### src/rtl/gw_pkg.sv
package gw_pkg;
  typedef enum logic [1:0] {
    PKT_SETUP = 2'b00,
    PKT_ACK   = 2'b01,
    PKT_BREAK = 2'b10,
    PKT_NACK  = 2'b11
  } pkt_t;

  typedef enum logic [2:0] {
    ST_IDLE    = 3'd0,
    ST_SETUP   = 3'd1,
    ST_WAIT    = 3'd2,
    ST_XMIT    = 3'd3,
    ST_TEAR    = 3'd4,
    ST_ELEC    = 3'd5,
    ST_BACKOFF = 3'd6
  } gw_state_t;
endpackage

### src/rtl/gw_beat_plan.sv
module gw_beat_plan #(
  parameter int LEN_W      = 16,
  parameter int BEAT_BYTES = 8,
  parameter int THRESH     = 256
) (
  input  logic             sel,
  input  logic [LEN_W-1:0] len,
  output logic [LEN_W-1:0] beats,
  output logic             use_elec
);
  localparam int SUM_W = LEN_W + 1;
  localparam logic [SUM_W-1:0] ROUND = SUM_W'(BEAT_BYTES - 1);
  localparam bit POW2 = ((BEAT_BYTES & (BEAT_BYTES - 1)) == 0);
  localparam int SHIFT = $clog2(BEAT_BYTES);

  logic [SUM_W-1:0] padded;
  logic [SUM_W-1:0] quot;

  assign padded = {1'b0, len} + ROUND;

  generate
    if (POW2) begin : g_shift
      assign quot = padded >> SHIFT;
    end else begin : g_div
      assign quot = padded / SUM_W'(BEAT_BYTES);
    end
  endgenerate

  always_comb begin
    if (len == '0) beats = LEN_W'(1);
    else           beats = quot[LEN_W-1:0];
  end

  assign use_elec = sel && ({1'b0, len} < SUM_W'(THRESH));
endmodule

### src/rtl/gw_beat_ctr.sv
module gw_beat_ctr #(
  parameter int CNT_W = 16
) (
  input  logic             clk,
  input  logic             rst_n,
  input  logic             load,
  input  logic [CNT_W-1:0] total_in,
  input  logic             step,
  output logic [CNT_W-1:0] count,
  output logic             at_last
);
  logic [CNT_W-1:0] total_q, total_d;
  logic [CNT_W-1:0] count_q, count_d;
  logic             total_en, count_en;

  assign total_en = load;
  assign count_en = load || step;

  always_comb begin
    total_d = total_in;
    if (load) count_d = '0;
    else      count_d = count_q + CNT_W'(1);
  end

  always_ff @(posedge clk or negedge rst_n) begin
    if (!rst_n) begin
      total_q <= CNT_W'(1);
      count_q <= '0;
    end else begin
      if (total_en) total_q <= total_d;
      if (count_en) count_q <= count_d;
    end
  end

  assign count   = count_q;
  assign at_last = (count_q == total_q - CNT_W'(1));
endmodule

### src/rtl/gw_backoff.sv
module gw_backoff #(
  parameter int BO_W = 8
) (
  input  logic            clk,
  input  logic            rst_n,
  input  logic            load,
  input  logic [BO_W-1:0] wait_cycles,
  input  logic            run,
  output logic            expired
);
  logic [BO_W-1:0] cnt_q, cnt_d;
  logic            cnt_en;

  assign cnt_en = load || (run && (cnt_q != '0));

  always_comb begin
    if (load) cnt_d = wait_cycles;
    else      cnt_d = cnt_q - BO_W'(1);
  end

  always_ff @(posedge clk or negedge rst_n) begin
    if (!rst_n)      cnt_q <= '0;
    else if (cnt_en) cnt_q <= cnt_d;
  end

  assign expired = (cnt_q == '0);
endmodule

### src/rtl/gw_fsm.sv
module gw_fsm
  import gw_pkg::*;
(
  input  logic      clk,
  input  logic      rst_n,
  input  logic      accept,
  input  logic      use_elec,
  input  logic      ack_ok,
  input  logic      nack_ok,
  input  logic      at_last,
  input  logic      bo_expired,
  output gw_state_t state
);
  gw_state_t state_q, state_d;

  always_comb begin
    state_d = state_q;
    unique case (state_q)
      ST_IDLE:    if (accept) state_d = use_elec ? ST_ELEC : ST_SETUP;
      ST_SETUP:   state_d = ST_WAIT;
      ST_WAIT: begin
        if (ack_ok)       state_d = ST_XMIT;
        else if (nack_ok) state_d = ST_BACKOFF;
      end
      ST_BACKOFF: if (bo_expired) state_d = ST_SETUP;
      ST_XMIT:    if (at_last) state_d = ST_TEAR;
      ST_TEAR:    state_d = ST_IDLE;
      ST_ELEC:    if (at_last) state_d = ST_IDLE;
      default:    state_d = ST_IDLE;
    endcase
  end

  always_ff @(posedge clk or negedge rst_n) begin
    if (!rst_n) state_q <= ST_IDLE;
    else        state_q <= state_d;
  end

  assign state = state_q;
endmodule

### src/rtl/path_gateway.sv
module path_gateway
  import gw_pkg::*;
#(
  parameter int          ID_W       = 4,
  parameter int          LEN_W      = 16,
  parameter int          DATA_W     = 64,
  parameter int          BEAT_BYTES = 8,
  parameter int          THRESH     = 256,
  parameter int          BO_W       = 8,
  parameter logic [3:0]  NODE_ID    = 4'd6
) (
  input  logic              clk,
  input  logic              rst_n,
  input  logic              cfg_selective,
  input  logic [BO_W-1:0]   cfg_backoff,
  input  logic              req_valid,
  output logic              req_ready,
  input  logic [ID_W-1:0]   req_dst,
  input  logic [LEN_W-1:0]  req_len,
  output logic              cp_out_valid,
  output logic [1:0]        cp_out_type,
  output logic [ID_W-1:0]   cp_out_src,
  output logic [ID_W-1:0]   cp_out_dst,
  input  logic              cp_in_valid,
  input  logic [1:0]        cp_in_type,
  input  logic [ID_W-1:0]   cp_in_src,
  input  logic [ID_W-1:0]   cp_in_dst,
  output logic [LEN_W-1:0]  beat_idx,
  input  logic [DATA_W-1:0] beat_data,
  output logic              dout_valid,
  output logic [DATA_W-1:0] dout_data,
  output logic              dout_last,
  output logic              dout_optical
);
  localparam logic [ID_W-1:0] SELF = ID_W'(NODE_ID);

  gw_state_t        state;
  logic             accept, use_elec, at_last, bo_expired;
  logic             ack_ok, nack_ok, from_peer;
  logic [LEN_W-1:0] beats;
  logic [ID_W-1:0]  dst_q;

  assign req_ready = (state == ST_IDLE);
  assign accept    = req_valid && req_ready;

  always_ff @(posedge clk or negedge rst_n) begin
    if (!rst_n)      dst_q <= '0;
    else if (accept) dst_q <= req_dst;
  end

  assign from_peer = cp_in_valid && (state == ST_WAIT) &&
                     (cp_in_src == dst_q) && (cp_in_dst == SELF);
  assign ack_ok    = from_peer && (cp_in_type == PKT_ACK);
  assign nack_ok   = from_peer && (cp_in_type == PKT_NACK);

  gw_beat_plan #(.LEN_W(LEN_W), .BEAT_BYTES(BEAT_BYTES), .THRESH(THRESH)) u_plan (
    .sel      (cfg_selective),
    .len      (req_len),
    .beats    (beats),
    .use_elec (use_elec)
  );

  gw_beat_ctr #(.CNT_W(LEN_W)) u_ctr (
    .clk      (clk),
    .rst_n    (rst_n),
    .load     (accept),
    .total_in (beats),
    .step     (dout_valid),
    .count    (beat_idx),
    .at_last  (at_last)
  );

  gw_backoff #(.BO_W(BO_W)) u_bo (
    .clk         (clk),
    .rst_n       (rst_n),
    .load        (nack_ok),
    .wait_cycles (cfg_backoff),
    .run         (state == ST_BACKOFF),
    .expired     (bo_expired)
  );

  gw_fsm u_fsm (
    .clk        (clk),
    .rst_n      (rst_n),
    .accept     (accept),
    .use_elec   (use_elec),
    .ack_ok     (ack_ok),
    .nack_ok    (nack_ok),
    .at_last    (at_last),
    .bo_expired (bo_expired),
    .state      (state)
  );

  assign cp_out_valid = (state == ST_SETUP) || (state == ST_TEAR);
  assign cp_out_type  = (state == ST_TEAR) ? PKT_BREAK : PKT_SETUP;
  assign cp_out_src   = SELF;
  assign cp_out_dst   = dst_q;

  assign dout_valid   = (state == ST_XMIT) || (state == ST_ELEC);
  assign dout_optical = (state == ST_XMIT);
  assign dout_last    = dout_valid && at_last;
  assign dout_data    = beat_data;
endmodule

### config.mk
export PLATFORM = sky130hd
export DESIGN_NAME = path_gateway
export DESIGN_NICKNAME = d
export VERILOG_FILES = /design/src/rtl/gw_pkg.sv /design/src/rtl/gw_beat_plan.sv /design/src/rtl/gw_beat_ctr.sv /design/src/rtl/gw_backoff.sv /design/src/rtl/gw_fsm.sv /design/src/rtl/path_gateway.sv
export SDC_FILE = /design/constraint.sdc
export NUM_CORES = 1
export LEC_CHECK = 0
export CAP_MARGIN = 15
export CORE_UTILIZATION = 42
export CTS_CLUSTER_DIAMETER = 120
export DETAILED_ROUTE_END_ITERATION = 10
export PLACE_DENSITY = 0.9
export SYNTH_ARGS = -nofsm -noshare
export SYNTH_HDL_FRONTEND = slang
export SYNTH_SLANG_ARGS = --single-unit
### constraint.sdc
create_clock -name clk -period 7.5 [get_ports clk]
set_input_delay 1.875 -clock clk [delete_from_list [all_inputs] [get_ports clk]]
set_output_delay 1.875 -clock clk [all_outputs]
set_load 0.01 [all_outputs]
# ---- Word-level counts from Yosys, hierarchy flattened
# Index checks and enable logic that the tools add are counted.
# Widths: inputs -> output; s select.
dict set report op_classes {
  magnitude_cmp 1
  eq_ne 16
  n_addsub 4
  n_mux 12
  reduce_logical 18
}
# op n
set op_table {}
lappend op_table {{$mux 3} 7}
lappend op_table {{$pmux 3 s6} 1}
lappend op_table {{$add 16x3->17 const B} 1}
lappend op_table {{$add 16x1->16 const B} 1}
lappend op_table {{$eq 16x16->1} 1}
lappend op_table {{$logic_not 16->1} 1}
lappend op_table {{$lt 16x9->1 const B} 1}
lappend op_table {{$mux 16} 1}
lappend op_table {{$sub 16x1->16 const B} 1}
lappend op_table {{$mux 14} 1}
lappend op_table {{$eq 3x3->1 const B} 3}
lappend op_table {{$logic_and 1x1->1} 9}
lappend op_table {{$logic_not 8->1} 1}
lappend op_table {{$mux 8} 1}
lappend op_table {{$reduce_bool 8->1} 1}
lappend op_table {{$sub 8x1->8 const B} 1}
lappend op_table {{$eq 3x2->1 const B} 2}
lappend op_table {{$reduce_and 5->1} 1}
lappend op_table {{$eq 4x3->1 const B} 1}
lappend op_table {{$eq 4x4->1} 1}
lappend op_table {{$logic_or 1x1->1} 4}
lappend op_table {{$ne 2x1->1 const B} 2}
lappend op_table {{$ne 2x2->1 const B} 2}
lappend op_table {{$eq 3x1->1 const B} 1}
lappend op_table {{other kinds (5)} 5}
dict set report totals {
  wordCells 56
  ff_bits 47
  input_bits 107
}

# ---- Longest topological paths before layout
dict set report depth {
  word_depth 8
  mapped_depth 9
}

# ---- Hierarchy
# A second synthesis with hierarchy kept.
dict set report hier_totals {
  cells_unflattened 430
  area_unflattened_um2 3871.2
}
# mod n_inst seq_area_each_um2 cells_per_inst area_per_inst_um2
set modules_own_cells {}
lappend modules_own_cells {gw_beat_ctr 1 802.0 206 1974.4}
lappend modules_own_cells {path_gateway 1 100.1 102 865.8}
lappend modules_own_cells {gw_backoff 1 200.2 58 528.0}
lappend modules_own_cells {gw_beat_plan 1 0.0 40 285.3}
lappend modules_own_cells {gw_fsm 1 75.1 24 217.7}

# ---- Least setup slack after synthesis
# Ideal clock, no wire load.
dict set report synth_timing {
  path_kind {flip-flop to output port}
  startpoint {register u_ctr.total_q[1]}
  endpoint {output port dout_last}
  path_stages_with_launch 7
  arrival_ps 2214
  required_ps 5625
  path_slack_ps 3411
  n_path_buf 0
  cell_sequence {dfrtp_1 -> or4_1 -> or2_4 -> a2111oi_4 -> o32ai_1 -> or4_4 -> nor2_1}
}
dict set report synth_via {
  elab_chain_cells 3
}
# element line
set synth_lines {}
lappend synth_lines {{start, declared} gw_beat_ctr.sv:12} ;# logic [CNT_W-1:0] total_q, total_d;
lappend synth_lines {{start signal, assigned} gw_beat_ctr.sv:30} ;# if (total_en) total_q <= total_d;
lappend synth_lines {{$sub 16x1->16} gw_beat_ctr.sv:36} ;# assign at_last = (count_q == total_q - CNT_W'(1));
lappend synth_lines {{$eq 16x16->1} gw_beat_ctr.sv:36}
lappend synth_lines {{$logic_and 1x1->1} path_gateway.sv:101} ;# assign dout_last = dout_valid && at_last;
lappend synth_lines {{end, declared} path_gateway.sv:32} ;# output logic dout_last,
# Every way passes these cells.

# ---- Worst setup path after layout
# Same ends and word-level chain as after synthesis.

==> impl_metrics.py <==
metrics = {
    "power_and_ir_drop": {
        "p_per_area_nw_per_um2": 293.3,
        "power_frac_comb": 0.445,
        "swShare": 0.4068,
        "power_frac_clock": 0.160,
        "p_switching_uw": 456.5,
        "power.leakage_uw": 0.001486,
        "peakVddDrop_uv": 128.4,
        "pwr-share-seq": 0.395,
        "p_int_uw": 665.6,
    },
    "sta": {
        "min_period_ps": 5077,
        "finalHoldViolCount": 0,
        "slew_headroom": 0.3497,
        "finalSetupTns_ps": 0,
        "fmax_mhz": 197.0,
        "post-route-period-util": 0.6770,
        "fin_worst_skew_ps": 13.96,
        "worst_pin_slew_ps": 975.5,
        "grt_setup_unrepaired": "false",
        "setup_viol": 0,
        "setup_slack_ps": 2423,
        "finalMaxSlewViolations": 0,
        "timing.hold.ws_ps": 539.7,
    },
    "place": {
        "dp_hpwl_um": 5752,
        "placed_area_um2": 3719,
        "gp_congestion": 0.8742,
        "port_buffers": 68,
        "pre_cts_ws_ps": 2785,
    },
    "setup_path": {
        "rr_startpoint": "u_ctr.total_q[1]",
        "end_kind": "output port",
        "arrival_ps": 3200,
        "startpoint": "u_ctr.total_q[1]",
        "worstSetupStartpointType": "flop",
        "cp_data_required_time_ps": 5620,
        "crit_path_max_fanout": 5,
        "crit_type": "reg -> out",
    },
    "global_route": {
        "grt_usage": 0.1743,
        "antenna_found_initial": 0,
        "grt_max_degree": 46,
        "grt_overflow": 0,
        "grt_pass1_wl_um": 12110,
        "grt_pass1_vias": 2701,
    },
    "cts": {
        "clock_latency_ps": 300,
        "cts.sinks": 45,
        "cts.clk_slew.worst_paths_ps": 80,
        "cts-htree-levels": 2,
        "numCtsBuffers": 5,
        "cts_buffer_depth": 2,
        "cts_resized": 0,
        "cts_hold_repair.buffers": 0,
        "clockRootBuffer": "clkbuf_8",
        "cts_setup_buffers": 0,
        "cts_tree": "built",
    },
    "floorplan": {
        "die_w_um": 92.61,
        "fp-row-count": 32,
        "die_area_um2": 8577,
        "fp.coreArea_um2": 7848,
        "die_h_um": 92.61,
        "top_level_ports": 202,
        "start_util": 0.4394,
    },
    "finish": {
        "drive_gt1_frac": 0.04578,
        "final_cell_area_um2": 3826,
        "area_delta_synth_final_pct": 10.96,
        "nNetsFinal": 525,
        "num_antenna_cells": 0,
    },
    "drt": {
        "viasPerCell": 5.431,
        "top_layer_used": "met4",
        "wl_met3_um": 473,
        "met1_length_um": 3123,
        "first_iter_violations": 134,
        "wl_met2_um": 3476,
        "firstDrtPassIters": 4,
        "ant_nets": 0,
        "totalWireLength_um": 7315,
        "drc": 0,
        "vias": 2808,
        "post_drt_wl_per_cell_um": 14.15,
    },
    "hold_path": {
        "hp-class": "reg -> reg",
        "worstHoldStart": "cp_out_dst[0]",
    },
    "yosys": {
        "async_flop_share": 1.000,
        "synthCells": 414,
        "synth-edff-count": 0,
        "synth-main-ff-cell": "dfrtp_1",
        "synth_seq_cells": 45,
        "syn_area_um2": 3448,
        "yosys_warnings": 0,
        "syn_area_per_cell_um2": 8.329,
        "synthDistinctLibCells": 57,
        "synth_seq_area_share": 0.3269,
    },
    "flow_run": {
        "maxCapViolCount": 0,
    },
    "outcome": {
        "status": "finished clean",
    },
}
per-stage QoR:
stage	cells	power (µW)	utilization
after floorplan	417	794.5	-
after global placement	509	916.7	0.4739
after detailed placement	509	942.3	0.4739
after CTS	517	1125	0.4876
after global routing	517	1206	0.4876
final	517	1122	0.4876
cell families (layout without fill, tap and decap cells):
group	count (synthesis)	count (layout)	share of synthesized area
XOR/XNOR	48	48	0.1219
adder cells (fa/ha/maj)	4	4	0.01451
flip-flops	45	45	0.3269
AO/OA/AOI/OAI	59	59	0.1150
buffers and inverters	88	86	0.1709
AND/OR/NAND/NOR	167	167	0.2453
multiplexers	1	1	0.003265
other	2	5	0.002178
worst max-delay path, cell delays in order (launching register included):
cell and delay (ps):
dfrtp_1 410, inv_1 90, ha_1 230, nor4b_1 490
nand3_1 170, a21oi_1 160, o32ai_1 120, or4_4 590
nor2_1 100, clkdlybuf4s50_1 560
layout make-up:
class	instances	area [µm²]
Clock buffer	6	72.57
Fill cell	769	4021
Timing Repair Buffer	70	690.7
Clock inverter	2	35.03
Tap cell	102	127.6
Multi-Input combinational cell	284	1743
Inverter	8	30.03
Sequential cell	45	1127
state kept, by name (all words and copies together), names as in the netlist:
signal,count
u_fsm.state,3
u_ctr.count,16
cp_out_dst,4
u_bo.cnt_q,8
u_ctr.total_q,14
cell usage in the layout, fill, tap and decap left out, types with 4 or more instances in the layout:
cell type / n
or3_1: 4
conb_1: 5
nand4_1: 8
a21oi_1: 12
o21ai_0: 21
dfrtp_1: 44
nand2_1: 52
nor2_1: 39
nor2b_1: 4
nor3_1: 9
clkbuf_8: 5
nor4_1: 6
or4_1: 5
inv_1: 7
xor2_1: 22
nand3_1: 11
clkdlybuf4s50_1: 67
ha_1: 4
xnor2_1: 26
cell usage after synthesis (8+ instances only):
master    instances  area share
dfrtp_1          44        0.32
nor2_1           39       0.042
buf_4            69        0.15
nor3_1            9       0.013
xor2_1           22       0.056
a21oi_1          12       0.017
xnor2_1          26       0.066
o21ai_0          21       0.030
nand3_1          11       0.016
nand2_1          52       0.057
nand4_1           8       0.015
clkbuf_1         11       0.012
path summary, 6_finish.rpt:
kind	to	slack, ps	cells past startpoint
setup / recovery	dout_last	2420	9
hold / removal	cp_out_dst[0]	540	2
setup reg to reg	u_fsm.state[2]	4640	9
hold reg to reg	cp_out_dst[0]	540	2
max in group asynchronous	u_ctr.total_q[12]	5160	1
min in group asynchronous	u_bo.cnt_q[3]	1720	1
power by group through the flow:
| stage | Combinational, µW | Clock, µW | Sequential, µW |
|---|---|---|---|
| 3_3_place_gp | 477 | 0 | 440 |
| 5_1_grt | 554 | 193 | 460 |
| 6_report | 499 | 179 | 444 |
| 4_1_cts | 501 | 184 | 441 |
| 3_5_place_dp | 497 | 0 | 446 |
| 2_1_floorplan | 392 | 0 | 402 |
routing by layer:
metal / GRT usage / vias to the layer above
met2: 0.2821 / 101
li1: - / 1361
met4: 0.09359 / 0
met3: 0.03941 / 38
met5: 0 / -
met1: 0.2157 / 1308
Note: power is estimated with default switching activity, not from simulation.
